===== src/rtl/tdc_pkg.sv =====
// Package: shared types for the tap delay controller.
// Assumes: nothing beyond IEEE 1800-2017.
package tdc_pkg;
    // Which source decides the applied delay code, in decreasing priority.
    typedef enum logic [1:0] {
        SRC_MIN  = 2'd0,
        SRC_MAX  = 2'd1,
        SRC_PASS = 2'd2,
        SRC_HELD = 2'd3
    } code_src_e;
endpackage


===== src/rtl/tdc_sel_latch.sv =====
// Select latch: works out the applied delay code from the select word,
// the hold control and the two overrides. It also keeps the cascade bit.
// Assumes: the clearing override has priority over the setting override.
// The beyond-maximum setting is stored as a flag next to the all-ones word.
module tdc_sel_latch
    import tdc_pkg::*;
#(
    parameter int SEL_W = 10
) (
    input  logic             clk,
    input  logic             rst_n,
    input  logic [SEL_W-1:0] sel,
    input  logic             sel_ext,
    input  logic             hold,
    input  logic             force_min,
    input  logic             force_max,
    output logic [SEL_W:0]   code,
    output logic             casc
);
    localparam int CODE_W = SEL_W + 1;
    localparam logic [CODE_W-1:0] MAX_CODE = CODE_W'(1) << SEL_W;

    code_src_e        src;
    logic [SEL_W-1:0] held_q;
    logic             beyond_q;
    logic             casc_q;

    // Priority decode of the code source.
    always_comb begin
        if (force_min)      src = SRC_MIN;
        else if (force_max) src = SRC_MAX;
        else if (!hold)     src = SRC_PASS;
        else                src = SRC_HELD;
    end

    // Held word and beyond-maximum flag, updated by the overrides or by tracking.
    always_ff @(posedge clk) begin
        if (!rst_n) begin
            held_q   <= '0;
            beyond_q <= 1'b0;
        end else begin
            unique case (src)
                SRC_MIN: begin
                    held_q   <= '0;
                    beyond_q <= 1'b0;
                end
                SRC_MAX: begin
                    held_q   <= '1;
                    beyond_q <= 1'b1;
                end
                SRC_PASS: begin
                    held_q   <= sel;
                    beyond_q <= 1'b0;
                end
                default: begin
                    held_q   <= held_q;
                    beyond_q <= beyond_q;
                end
            endcase
        end
    end

    // Applied code for this cycle.
    always_comb begin
        unique case (src)
            SRC_MIN:  code = '0;
            SRC_MAX:  code = MAX_CODE;
            SRC_PASS: code = {1'b0, sel};
            default:  code = beyond_q ? MAX_CODE : {1'b0, held_q};
        endcase
    end

    // Cascade bit storage; the overrides do not touch it.
    always_ff @(posedge clk) begin
        if (!rst_n)     casc_q <= 1'b0;
        else if (!hold) casc_q <= sel_ext;
    end

    // Cascade output: tracks the input while hold is low.
    always_comb casc = hold ? casc_q : sel_ext;
endmodule


===== src/rtl/tdc_tap_line.sv =====
// Tap line: a shift register that moves on every clock, plus a tap
// multiplexer. Tap 0 is the live input; tap k is the input from k edges ago.
// Assumes: code never exceeds 2**SEL_W.
module tdc_tap_line #(
    parameter int SEL_W = 10
) (
    input  logic           clk,
    input  logic           rst_n,
    input  logic           din,
    input  logic [SEL_W:0] code,
    output logic           tap_bit
);
    localparam int NREG  = 1 << SEL_W;
    localparam int NTAPS = NREG + 1;

    logic [NREG-1:0]  sr_q;
    logic [NTAPS-1:0] taps;

    // Shift the input in every cycle; taps are never flushed.
    always_ff @(posedge clk) begin
        if (!rst_n) sr_q <= '0;
        else        sr_q <= {sr_q[NREG-2:0], din};
    end

    // Put the taps together, with the live input in the lowest place.
    always_comb taps = {sr_q, din};

    // Select the tap given by the code.
    always_comb tap_bit = taps[code];
endmodule


===== src/rtl/tdc_out_stage.sv =====
// Output stage: registers the chosen tap and applies the active-low gate.
// Assumes: the gate is sampled on the same edge as the data.
module tdc_out_stage (
    input  logic clk,
    input  logic rst_n,
    input  logic tap_bit,
    input  logic gate_n,
    output logic dout
);
    logic dout_q;

    // Registered, gated output.
    always_ff @(posedge clk) begin
        if (!rst_n)      dout_q <= 1'b0;
        else if (gate_n) dout_q <= 1'b0;
        else             dout_q <= tap_bit;
    end

    // Drive the port.
    always_comb dout = dout_q;
endmodule


===== src/rtl/tap_delay_ctrl.sv =====
// Top: programmable tap delay controller. Connects the select latch, the
// tap line and the output stage.
// Assumes: synchronous active-low reset; all inputs synchronous to clk.
module tap_delay_ctrl #(
    parameter int SEL_W = 10
) (
    input  logic             clk,
    input  logic             rst_n,
    input  logic             din,
    input  logic [SEL_W-1:0] sel,
    input  logic             sel_ext,
    input  logic             hold,
    input  logic             force_min,
    input  logic             force_max,
    input  logic             gate_n,
    output logic             dout,
    output logic             casc_out
);
    logic [SEL_W:0] eff_code;
    logic           tap_bit;

    tdc_sel_latch #(.SEL_W(SEL_W)) u_sel (
        .clk(clk), .rst_n(rst_n), .sel(sel), .sel_ext(sel_ext),
        .hold(hold), .force_min(force_min), .force_max(force_max),
        .code(eff_code), .casc(casc_out)
    );

    tdc_tap_line #(.SEL_W(SEL_W)) u_line (
        .clk(clk), .rst_n(rst_n), .din(din), .code(eff_code),
        .tap_bit(tap_bit)
    );

    tdc_out_stage u_out (
        .clk(clk), .rst_n(rst_n), .tap_bit(tap_bit), .gate_n(gate_n),
        .dout(dout)
    );
endmodule


===== config.mk =====
export PLATFORM = sky130hd
export DESIGN_NAME = tap_delay_ctrl
export DESIGN_NICKNAME = d
export VERILOG_FILES = /design/src/rtl/tdc_pkg.sv /design/src/rtl/tdc_sel_latch.sv /design/src/rtl/tdc_tap_line.sv /design/src/rtl/tdc_out_stage.sv /design/src/rtl/tap_delay_ctrl.sv
export SDC_FILE = /design/constraint.sdc
export NUM_CORES = 2
export LEC_CHECK = 0
export BUFFER_PORTS_ARGS = -buffer_cell sky130_fd_sc_hd__buf_2
export CAP_MARGIN = 5
export CELL_PAD_IN_SITES_DETAIL_PLACEMENT = 0
export CELL_PAD_IN_SITES_GLOBAL_PLACEMENT = 1
export CORE_ASPECT_RATIO = 0.7
export CORE_MARGIN = 1.5
export CORE_UTILIZATION = 40
export DETAILED_ROUTE_END_ITERATION = 10
export PLACE_DENSITY = 0.68
export SLEW_MARGIN = 25
export SYNTH_ARGS = -nofsm -noshare
export SYNTH_HDL_FRONTEND = slang
export SYNTH_HIERARCHICAL = 1
export SYNTH_SLANG_ARGS = --single-unit

===== constraint.sdc =====
create_clock -name clk -period 8.15 [get_ports clk]
set_input_delay 0.815 -clock clk [delete_from_list [all_inputs] [get_ports clk]]
set_output_delay 0.815 -clock clk [all_outputs]
set_load 0.05 [all_outputs]

==> insert_results.sql <==
INSERT INTO impl_metrics (metric_group, metric, value, unit) VALUES
('status', 'run_status', 'completed', ''),
('synthesis', 'yosys_warnings', '6', ''),
('layout', 'stdcell_area', '41100', 'µm²'),
('synthesis', 'syn_inst', '2976', ''),
('layout', 'final_cell_mix', 'sky130_fd_sc_hd__dfxtp_1, sky130_fd_sc_hd__and2_1, sky130_fd_sc_hd__mux4_2', ''),
('clock_tree', 'clock_sinks', '1037', ''),
('drt', 'wirelength_met1', '41900', 'µm'),
('setup_path', 'critical_path.cell_chain', 'buf_2, or2_1, a21oi_4, buf_4, nor2b_1, buf_4, a22o_1, nor3_1, a31oi_1, o311ai_0, o211ai_1, nand4b_1, a32oi_1, and3b_1', ''),
('timing', 'tns', '0', 'ns'),
('synthesis', 'synthesis.area_per_instance', '12.4', 'µm²'),
('die', 'dieHeight', '258', 'µm'),
('setup_path', 'worst-setup-path-type', 'in -> reg', ''),
('power', 'clock_power_share', '46.2', '%'),
('setup_path', 'setup.reg_to_reg.worst_slack', '3.51', 'ns'),
('drt', 'detailroute.via_count', '21300', ''),
('setup_path', 'critical_path_buf_inv_count', '3', ''),
('die', 'initial_utilization', '40.3', '%'),
('setup_path', 'worst-endpoint-required', '8.78', 'ns'),
('power', 'power.internal', '7800', 'µW'),
('setup_path', 'worstPathArrival', '5.48', 'ns'),
('global_routing', 'grt_util_all_layers', '17.2', '%'),
('clock_tree', 'post_cts_buffers', '0', ''),
('layout', 'final_util', '44.8', '%'),
('clock_tree', 'numCtsBuffers', '94', ''),
('placed_design', 'io_buffers', '19', ''),
('power', 'total_switching_power', '2150', 'µW'),
('synthesis', 'ys_types', '66', ''),
('timing', 'worst_slew_pin_slew', '1.10', 'ns'),
('die', 'die_area', '94400', 'µm²'),
('global_routing', 'maximum_number_of_pins_on_one_net_before_global_route_repair', '322', ''),
('power', 'leakage', '0.0158', 'µW'),
('drt', 'met3RoutedLength', '3290', 'µm'),
('placed_design', 'place.gp.congestion', '0.752', ''),
('power', 'power_density_relative_to_cell_area', '242', 'nW/µm²'),
('layout', 'layoutNonFillerInstCount', '4234', ''),
('drt', 'postRouteAntennaNets', '0', ''),
('drt', 'viasPerCell', '5.02', ''),
('timing', 'timing_max_transition_violations_final', '0', ''),
('die', 'dieWidth', '367', 'µm'),
('layout', 'fraction_of_layout_cells_with_a_size_suffix_above_1', '13.6', '%'),
('die', 'placeableCoreArea', '91800', 'µm²'),
('setup_path', 'timing.critical_path.mode_cell', 'sky130_fd_sc_hd__buf_4', ''),
('timing', 'post-route-period-util', '59.6', '%'),
('setup_path', 'highest_cell_delay_on_the_worst_timing_path', '0.73', 'ns'),
('timing', 'hold_ws', '0.422', 'ns'),
('synthesis', 'syn_nets', '2994', ''),
('clock_tree', 'postCtsResizedCells', '0', ''),
('placed_design', 'place_hpwl', '47800', 'µm'),
('drt', 'topRoutingLayerUsed', 'met4', ''),
('placed_design', 'place_inst', '4056', ''),
('drt', 'drc', '0', ''),
('power', 'max-vdd-ir-drop', '0.174', 'mV'),
('layout', 'fin_nets', '2936', ''),
('drt', 'detailroute.wirelength.met2', '33600', 'µm'),
('timing', 'final-setup-viol-count', '0', ''),
('clock_tree', 'cts_tree', 'yes', ''),
('clock_tree', 'cts_htree_levels', '3', ''),
('setup_path', 'critPathMaxFanout', '17', ''),
('timing', 'timing.max_slew.rel_slack', '26.7', '%'),
('power', 'seq_power_share', '51.0', '%'),
('global_routing', 'grt_pass1_vias', '21900', ''),
('synthesis', 'synth_async_sr_flop_share', '0', '%'),
('synthesis', 'synth_seq_cells', '1037', ''),
('synthesis', 'synth_enable_flop_cells', '0', ''),
('setup_path', 'timing.critical_path.from_type', 'input port', ''),
('power', 'power.switching_fraction', '21.6', '%'),
('timing', 'clock_skew', '0.0313', 'ns'),
('global_routing', 'antenna_found_initial', '5', ''),
('hold_path', 'hold_class', 'in -> reg', ''),
('timing', 'max_clock_freq', '206', 'MHz'),
('die', 'io-pin-count', '20', '');
final timing paths:
check,startpoint,cells past startpoint,end
min,din,2,u_line/sr_q[0]
max,force_max,14,u_out/dout
max reg2reg,u_sel/beyond_q,13,u_out/dout
min reg2reg,u_line/sr_q[193],1,u_line/sr_q[194]
stage by stage:
step	power (µW)	worst slack, ns
2_1_floorplan	5380	4.43
3_3_place_gp	5460	2.45
3_5_place_dp	5460	2.67
4_1_cts	10100	3.39
5_1_grt	10300	3.14
6_report	9950	3.30
registers in the layout (all words and copies together), names as in the netlist:
signal,flops
u_line/sr_q,1024
u_out/dout,1
u_sel/beyond_q,1
u_sel/casc_q,1
u_sel/held_q,10
metal layers:
layer	vias to the layer above	GRT usage [%]
met4	0	4.94
met5	-	0
li1	10100	-
met3	106	3.04
met2	331	24.9
met1	10700	25.9
area by class of cell:
class                           count  area, µm²
Antenna cell                        1       2.50
Clock buffer                      143       2860
Multi-Input combinational cell   1714      15000
Inverter                            6       22.5
Fill cell                        8268      50700
Timing Repair Buffer               65        523
Clock inverter                     33        395
Tap cell                         1235       1550
Sequential cell                  1037      20800
power groups by stage:
stage | sequential (µW) | combinational [µW] | clock [µW]
global placement | 5190 | 272 | 0
detailed placement | 5190 | 277 | 0
floorplan | 5190 | 195 | 0
global route | 5070 | 298 | 4920
CTS | 5070 | 277 | 4720
finish | 5070 | 275 | 4600
Yosys cell counts (6+ instances only):
| master | n | area, µm² |
|---|---|---|
| sky130_fd_sc_hd__o21ai_0 | 20 | 100 |
| sky130_fd_sc_hd__o22ai_1 | 18 | 113 |
| sky130_fd_sc_hd__and2_1 | 1027 | 6420 |
| sky130_fd_sc_hd__a22o_1 | 8 | 70.1 |
| sky130_fd_sc_hd__a22oi_1 | 17 | 128 |
| sky130_fd_sc_hd__mux4_1 | 55 | 1450 |
| sky130_fd_sc_hd__nand3b_1 | 10 | 75.1 |
| sky130_fd_sc_hd__a21oi_1 | 51 | 255 |
| sky130_fd_sc_hd__buf_8 | 15 | 225 |
| sky130_fd_sc_hd__nand3_1 | 10 | 50.1 |
| sky130_fd_sc_hd__nand2b_1 | 16 | 100 |
| sky130_fd_sc_hd__clkbuf_1 | 137 | 514 |
| sky130_fd_sc_hd__o221ai_1 | 36 | 315 |
| sky130_fd_sc_hd__dfxtp_1 | 1037 | 20800 |
| sky130_fd_sc_hd__a221oi_1 | 9 | 78.8 |
| sky130_fd_sc_hd__buf_2 | 31 | 155 |
| sky130_fd_sc_hd__a21oi_2 | 10 | 87.6 |
| sky130_fd_sc_hd__buf_12 | 6 | 120 |
| sky130_fd_sc_hd__mux4_2 | 164 | 3690 |
| sky130_fd_sc_hd__a311oi_1 | 6 | 52.6 |
| sky130_fd_sc_hd__nand2_1 | 39 | 146 |
| sky130_fd_sc_hd__mux2i_1 | 109 | 1090 |
| sky130_fd_sc_hd__nor2b_1 | 6 | 37.5 |
| sky130_fd_sc_hd__buf_4 | 12 | 90.1 |
| sky130_fd_sc_hd__nand4_1 | 9 | 56.3 |
| sky130_fd_sc_hd__a31oi_1 | 11 | 68.8 |
| sky130_fd_sc_hd__nor3_1 | 9 | 45.0 |
| sky130_fd_sc_hd__buf_6 | 9 | 101 |
| sky130_fd_sc_hd__nor2_1 | 21 | 78.8 |
worst reg2reg max path: cells and delay by family, from the launching register on:
family / cells / cell delay [ns]
flip-flops: 1 / 0.40
AO/OA/AOI/OAI: 6 / 2.16
buffers and inverters: 2 / 0.81
AND/OR/NAND/NOR: 5 / 1.22
cells by family (layout without fill, tap and decap cells):
kind of cell / count (synthesis) / count (layout) / share of synthesized area, %
buffers and inverters: 225 / 247 / 3.44
and+or+nand+nor: 1165 / 1165 / 19.3
AOI/OAI and AO/OA: 217 / 217 / 4.14
muxes: 332 / 332 / 17.0
DFF: 1037 / 1037 / 56.1
other: 0 / 1 / 0
No activity file was read; power rests on OpenSTA's default activity.
